### src/rtl/oneshot_pkg.sv
package oneshot_pkg;

    // Synchronised view of the three control lines
    typedef struct packed {
        logic clr_n;
        logic fall;
        logic rise;
    } os_lines_t;

    // Levels the lines rest at when nothing happens
    localparam os_lines_t OS_IDLE_LINES = '{clr_n: 1'b1, fall: 1'b1, rise: 1'b0};

    typedef enum logic {
        OS_IDLE = 1'b0,
        OS_HOLD = 1'b1
    } os_state_t;

endpackage

### src/rtl/os_sync.sv
module os_sync #(
    parameter int          WIDTH   = 3,
    parameter logic [WIDTH-1:0] RST_VAL = '0
) (
    input  logic             clk,
    input  logic             rst,
    input  logic [WIDTH-1:0] din,
    output logic [WIDTH-1:0] dout
);

    typedef struct packed {
        logic s1;
        logic s2;
    } sync_pair_t;

    for (genvar g = 0; g < WIDTH; g++) begin : g_bit
        sync_pair_t stage_d, stage_q;

        always_comb begin
            stage_d    = stage_q;
            stage_d.s1 = din[g];
            stage_d.s2 = stage_q.s1;
        end

        always_ff @(posedge clk) begin
            if (rst) begin
                stage_q <= '{s1: RST_VAL[g], s2: RST_VAL[g]};
            end else begin
                stage_q <= stage_d;
            end
        end

        assign dout[g] = stage_q.s2;
    end

endmodule

### src/rtl/os_trig_qual.sv
module os_trig_qual
    import oneshot_pkg::*;
(
    input  logic      clk,
    input  logic      rst,
    input  os_lines_t lines,
    output logic      fire
);

    typedef struct packed {
        logic rise;
        logic fall;
    } prev_t;

    prev_t prev_d, prev_q;
    logic  rise_edge;
    logic  fall_edge;

    // Previous samples are always updated, so an edge seen during clear is lost
    always_comb begin
        prev_d      = prev_q;
        prev_d.rise = lines.rise;
        prev_d.fall = lines.fall;
    end

    always_ff @(posedge clk) begin
        if (rst) begin
            prev_q <= '{rise: OS_IDLE_LINES.rise, fall: OS_IDLE_LINES.fall};
        end else begin
            prev_q <= prev_d;
        end
    end

    always_comb begin
        rise_edge = lines.rise & ~prev_q.rise & lines.fall;
        fall_edge = ~lines.fall & prev_q.fall & ~lines.rise;
        fire      = lines.clr_n & (rise_edge | fall_edge);
    end

endmodule

### src/rtl/os_timer.sv
module os_timer
    import oneshot_pkg::*;
#(
    parameter int PW_CYCLES = 16
) (
    input  logic clk,
    input  logic rst,
    input  logic fire,
    input  logic clr_n_s,
    output logic active
);

    localparam int CW = (PW_CYCLES > 1) ? $clog2(PW_CYCLES) : 1;
    localparam logic [CW-1:0] LOAD = CW'(PW_CYCLES - 1);

    typedef struct packed {
        os_state_t     state;
        logic [CW-1:0] cnt;
    } timer_t;

    timer_t tm_d, tm_q;

    always_comb begin
        tm_d = tm_q;
        if (fire) begin
            tm_d.state = OS_HOLD;
            tm_d.cnt   = LOAD;
        end else if (!clr_n_s) begin
            tm_d.state = OS_IDLE;
            tm_d.cnt   = '0;
        end else if (tm_q.state == OS_HOLD) begin
            if (tm_q.cnt == '0) begin
                tm_d.state = OS_IDLE;
            end else begin
                tm_d.cnt = tm_q.cnt - 1'b1;
            end
        end
    end

    always_ff @(posedge clk) begin
        if (rst) begin
            tm_q <= '{state: OS_IDLE, cnt: '0};
        end else begin
            tm_q <= tm_d;
        end
    end

    assign active = (tm_q.state == OS_HOLD);

    // an accepted trigger loads a full width
    assert_fire_loads_R2: assert property (@(posedge clk) disable iff (rst)
        fire |=> (active && tm_q.cnt == LOAD));

    // clear without trigger ends timing
    assert_clear_drops_R7: assert property (@(posedge clk) disable iff (rst)
        (!clr_n_s && !fire) |=> !active);

    // no pulse starts without a trigger
    assert_quiet_idle_R1: assert property (@(posedge clk) disable iff (rst)
        (!active && !fire) |=> !active);

    // each running cycle counts down by one
    assert_count_step_R5: assert property (@(posedge clk) disable iff (rst)
        (active && tm_q.cnt != '0 && clr_n_s && !fire)
        |=> (active && tm_q.cnt == $past(tm_q.cnt) - 1'b1));

    // the pulse ends after the last counted cycle
    assert_count_end_R5: assert property (@(posedge clk) disable iff (rst)
        (active && tm_q.cnt == '0 && !fire) |=> !active);

endmodule

### src/rtl/retrig_oneshot.sv
module retrig_oneshot
    import oneshot_pkg::*;
#(
    parameter int PW_CYCLES = 16
) (
    input  logic clk,
    input  logic rst,
    input  logic rise_trig,
    input  logic fall_trig,
    input  logic clear_n,
    output logic pulse_o,
    output logic pulse_n_o
);

    localparam int NLINES = $bits(os_lines_t);

    os_lines_t raw_lines;
    os_lines_t sync_lines;
    logic      fire;
    logic      active;

    always_comb begin
        raw_lines.rise  = rise_trig;
        raw_lines.fall  = fall_trig;
        raw_lines.clr_n = clear_n;
    end

    os_sync #(
        .WIDTH   (NLINES),
        .RST_VAL (OS_IDLE_LINES)
    ) i_sync (
        .clk  (clk),
        .rst  (rst),
        .din  (raw_lines),
        .dout (sync_lines)
    );

    os_trig_qual i_qual (
        .clk   (clk),
        .rst   (rst),
        .lines (sync_lines),
        .fire  (fire)
    );

    os_timer #(
        .PW_CYCLES (PW_CYCLES)
    ) i_timer (
        .clk     (clk),
        .rst     (rst),
        .fire    (fire),
        .clr_n_s (sync_lines.clr_n),
        .active  (active)
    );

    assign pulse_o   = active;
    assign pulse_n_o = ~active;

    // while the synchronised clear is low, no trigger is accepted
    assert_no_fire_in_clear_R8: assert property (@(posedge clk) disable iff (rst)
        !sync_lines.clr_n |-> !fire);

endmodule

### config.mk
export PLATFORM = sky130hd
export DESIGN_NAME = retrig_oneshot
export DESIGN_NICKNAME = d
export VERILOG_FILES = /design/src/rtl/oneshot_pkg.sv /design/src/rtl/os_sync.sv /design/src/rtl/os_trig_qual.sv /design/src/rtl/os_timer.sv /design/src/rtl/retrig_oneshot.sv
export SDC_FILE = /design/constraint.sdc
export NUM_CORES = 1
export LEC_CHECK = 0
export ABC_CLOCK_PERIOD_IN_PS = 1800
export BUFFER_PORTS_ARGS = -buffer_cell sky130_fd_sc_hd__buf_4
export CORE_AREA = 8 8 45 47
export DETAILED_ROUTE_END_ITERATION = 6
export DIE_AREA = 0 0 53 55
export PLACE_DENSITY = 0.58
export SLEW_MARGIN = 0
export SYNTH_ARGS = -nofsm -noshare
export SYNTH_HDL_FRONTEND = slang
export SYNTH_SLANG_ARGS = --single-unit
### constraint.sdc
create_clock -name clk -period 1.8 [get_ports clk]
set_input_delay 0.27 -clock clk [delete_from_list [all_inputs] [get_ports clk]]
set_output_delay 0.27 -clock clk [all_outputs]
set_load 0.05 [all_outputs]
==> flow_metrics.py <==
metrics = {
    "power_and_ir_drop": {
        "highest_ir_drop_seen_on_vdd_mv": 0.5087,
        "power.static_leakage_nw": 0.2213,
        "power_per_cell_area_nw_per_um2": 986.7,
    },
    "critical_path": {
        "critical_path.reg2reg.startpoint": "i_timer.tm_q[0]",
        "path_max_fanout": 3,
        "cp-start-kind": "register",
        "regToRegEndpoint": "i_timer.tm_q[1]",
        "r2r_cells": 6,
        "worst-setup-path-type": "register to register",
        "critical_path_arrival_ns": 1.68,
        "cp_data_required_time_ns": 2.00,
        "critical_path.endpoint_type": "register",
        "register_to_register_setup_slack_ns": 0.32,
    },
    "routing": {
        "drc": 0,
        "first_iter_violations": 0,
        "antenna_left": 0,
        "detailroute.via_count": 317,
        "vias_per_cell": 4.403,
        "routed_wl_microns": 606,
        "wl_per_cell_microns": 8.417,
        "drt-pass1-iter-count": 1,
    },
    "yosys": {
        "ys_seq_elements": 13,
        "synthesis.area_sq_um": 466.7,
        "yosysWarningCount": 0,
        "postSynthAreaPerCell_sq_um": 10.15,
        "synth_cell_types": 15,
        "syn_nets": 53,
        "synth_sequential_area_ratio_pct": 55.76,
        "postSynthCellCount": 46,
    },
    "sta": {
        "final-setup-viol-count": 0,
        "final.period_utilization_pct": 82.07,
        "period_needed_ns": 1.477,
        "slew_headroom_pct": 77.15,
        "fin_tns_setup_ns": 0,
        "hold_viol": 0,
        "drv_slew": 0,
        "fin_skew_ns": 0.001627,
        "fmax_mhz": 676.9,
        "rsz0062_at_grt": "false",
        "worstMarginPinSlew_ns": 0.3428,
    },
    "grt": {
        "grt_use_total_pct": 5.431,
        "number_of_antenna_violations_at_the_first_check_in_global_routing": 0,
        "first_global_vias": 295,
        "grt_max_degree": 10,
        "overflow": 0,
        "grt_pass1_wl_mm": 1.131,
    },
    "placed_design": {
        "hpwlAfterDp_microns": 481.7,
        "port_buffers": 6,
        "place.gp.congestion": 0.6636,
        "placed_cells": 68,
    },
    "min_path": {
        "worstHoldStart": "clear_n",
        "min-delay-path-class": "input port to register",
        "timing.hold.worst_endpoint": "i_sync.g_bit[2].stage_d[0]",
        "timing.hold.worst_path_depth": 2,
    },
    "outcome": {
        "status": "finished clean",
    },
    "finish": {
        "final_cell_count_no_fill": 72,
        "filler_cell_count": 144,
        "multi_input_comb_area_sq_um": 195.2,
        "area.growth.synth_to_final_pct": 19.57,
        "final_core_utilization_pct": 40.33,
        "antennaDiodeCount": 0,
        "regArea_sq_um": 260.3,
        "layout.nets": 64,
        "layout-drive-gt1-share_pct": 26.79,
    },
    "cts": {
        "clock_transition_at_the_registers_of_the_reported_paths_ns": 0.07,
        "holdBufCountCts": 0,
        "post_cts_resize_count": 0,
        "cts_inserted_buffers": 3,
        "tritoncts": "done",
        "cts.sinks": 13,
        "cts_root_buf": "clkbuf_4",
        "clock_insertion_delay_worst_skew_ns": 0.26,
        "post-cts-setup-buffers": 0,
        "htreeDepth": 1,
        "clockBufferDepth": 2,
    },
    "floorplanning": {
        "dieArea_sq_um": 2915,
        "initial_utilization_pct": 33.73,
        "dieHeight_microns": 55,
        "design.core.area_sq_um": 1384,
        "core.rowCount": 14,
        "num_io_pins": 7,
        "die_x_microns": 53,
    },
    "run": {
        "maxcap_violations": 0,
    },
}
[layer usage]
metal  global-route usage [%]  up-vias  part of all wire (%)  wire, microns
li1                         -      170                     -              -
met1                    5.991      140                    47            283
met2                    7.227        7                    45            271
met3                    2.139        0                   8.4             51
met4                    6.466        0                     0              0
met5                        0        -                     0              0
[layout by cell type (no fill, tap or decap)]
cell type  netlist  routed
dfxtp_1         13      13
nand2_1          2       2
nor2_1           2       2
clkbuf_1         0       1
buf_4            0       6
nand2b_1         2       2
xnor2_1          1       1
or4b_1           1       1
inv_1            3       3
nor3b_1          1       1
a21oi_1          8       8
o21ai_1          1       1
nor3_2           1       1
mux2_1           1       1
clkbuf_4         0       3
nor2b_1          3       3
or2_2            5       5
ha_1             2       2
[sequential cells by signal, summed over array words and instances, names as in the netlist]
register / count
i_timer.tm_q: 4
i_sync.dout: 3
i_sync.g_bit.stage_d: 3
i_qual.prev_q: 2
i_timer.active: 1
[cells in the mapped netlist (all sizes together)]
master	instances	area, sq um
a21oi	8	40.04
dfxtp	13	260.3
ha	2	25.02
inv	3	11.26
mux2	1	11.26
nand2	2	7.510
nand2b	2	12.51
nor2	2	7.510
nor2b	3	18.77
nor3	1	10.01
nor3b	1	7.510
o21ai	1	5.000
or2	5	31.28
or4b	1	10.01
xnor2	1	8.760
[critical path: stages, from the launching register on]
cell      delay (ns)
dfxtp_1         0.31
inv_1           0.10
ha_1            0.20
nand2b_1        0.07
o21ai_1         0.25
mux2_1          0.35
a21oi_1         0.13
[per-stage QoR]
| step | setup slack, ns | hold WS (ns) | power, mW | cell area (sq um) |
|---|---|---|---|---|
| 5_1_grt | 0.2170 | 0.1692 | 0.5942 | 558.0 |
| 4_1_cts | 0.3051 | 0.1743 | 0.5616 | 558.0 |
| 2_1_floorplan | 0.2908 | 0.3416 | 0.3698 | 466.7 |
| 3_3_place_gp | 0.3348 | 0.3923 | 0.3904 | 531.8 |
| 3_5_place_dp | 0.3231 | 0.3946 | 0.3906 | 531.8 |
| 6_report | 0.3228 | 0.1855 | 0.5506 | 558.0 |
[where the power goes]
group          total (mW)  switching (mW)  internal, mW
Clock               0.168          0.0825        0.0856
Combinational      0.0687          0.0365        0.0323
Sequential          0.314         0.00895         0.305
[layout make-up]
| class | instances | area share, % |
|---|---|---|
| clock buffer | 4 | 4.709 |
| inverter | 3 | 2.018 |
| multi-input combinational | 30 | 34.98 |
| sequential | 13 | 46.64 |
| tap | 16 | 3.587 |
| timing repair buffer | 6 | 8.072 |
[how the worst max path moves through the flow]
stage | startpoint | endpoint | slack, ns | depth (start not counted)
after CTS | i_timer.tm_q[0] | i_timer.tm_q[1] | 0.31 | 6
after global routing | i_timer.tm_q[0] | i_timer.tm_q[1] | 0.22 | 6
after floorplan | i_timer.active | i_timer.tm_q[3] | 0.29 | 3
after global placement | i_timer.tm_q[0] | i_timer.tm_q[1] | 0.33 | 6
final | i_timer.tm_q[0] | i_timer.tm_q[1] | 0.32 | 6
after detailed placement | i_timer.tm_q[0] | i_timer.tm_q[1] | 0.32 | 6
[logic make-up (layout without fill, tap and decap cells)]
| kind of cell | Yosys count | in the layout | share of synthesized area [%] |
|---|---|---|---|
| mux | 1 | 1 | 2.413 |
| flops | 13 | 13 | 55.76 |
| fa+ha+maj | 2 | 2 | 5.361 |
| buf+inv | 3 | 13 | 2.413 |
| simple gates | 17 | 17 | 22.52 |
| xor+xnor | 1 | 1 | 1.877 |
| compound gates | 9 | 9 | 9.651 |
No activity file was read; power rests on OpenSTA's default activity.
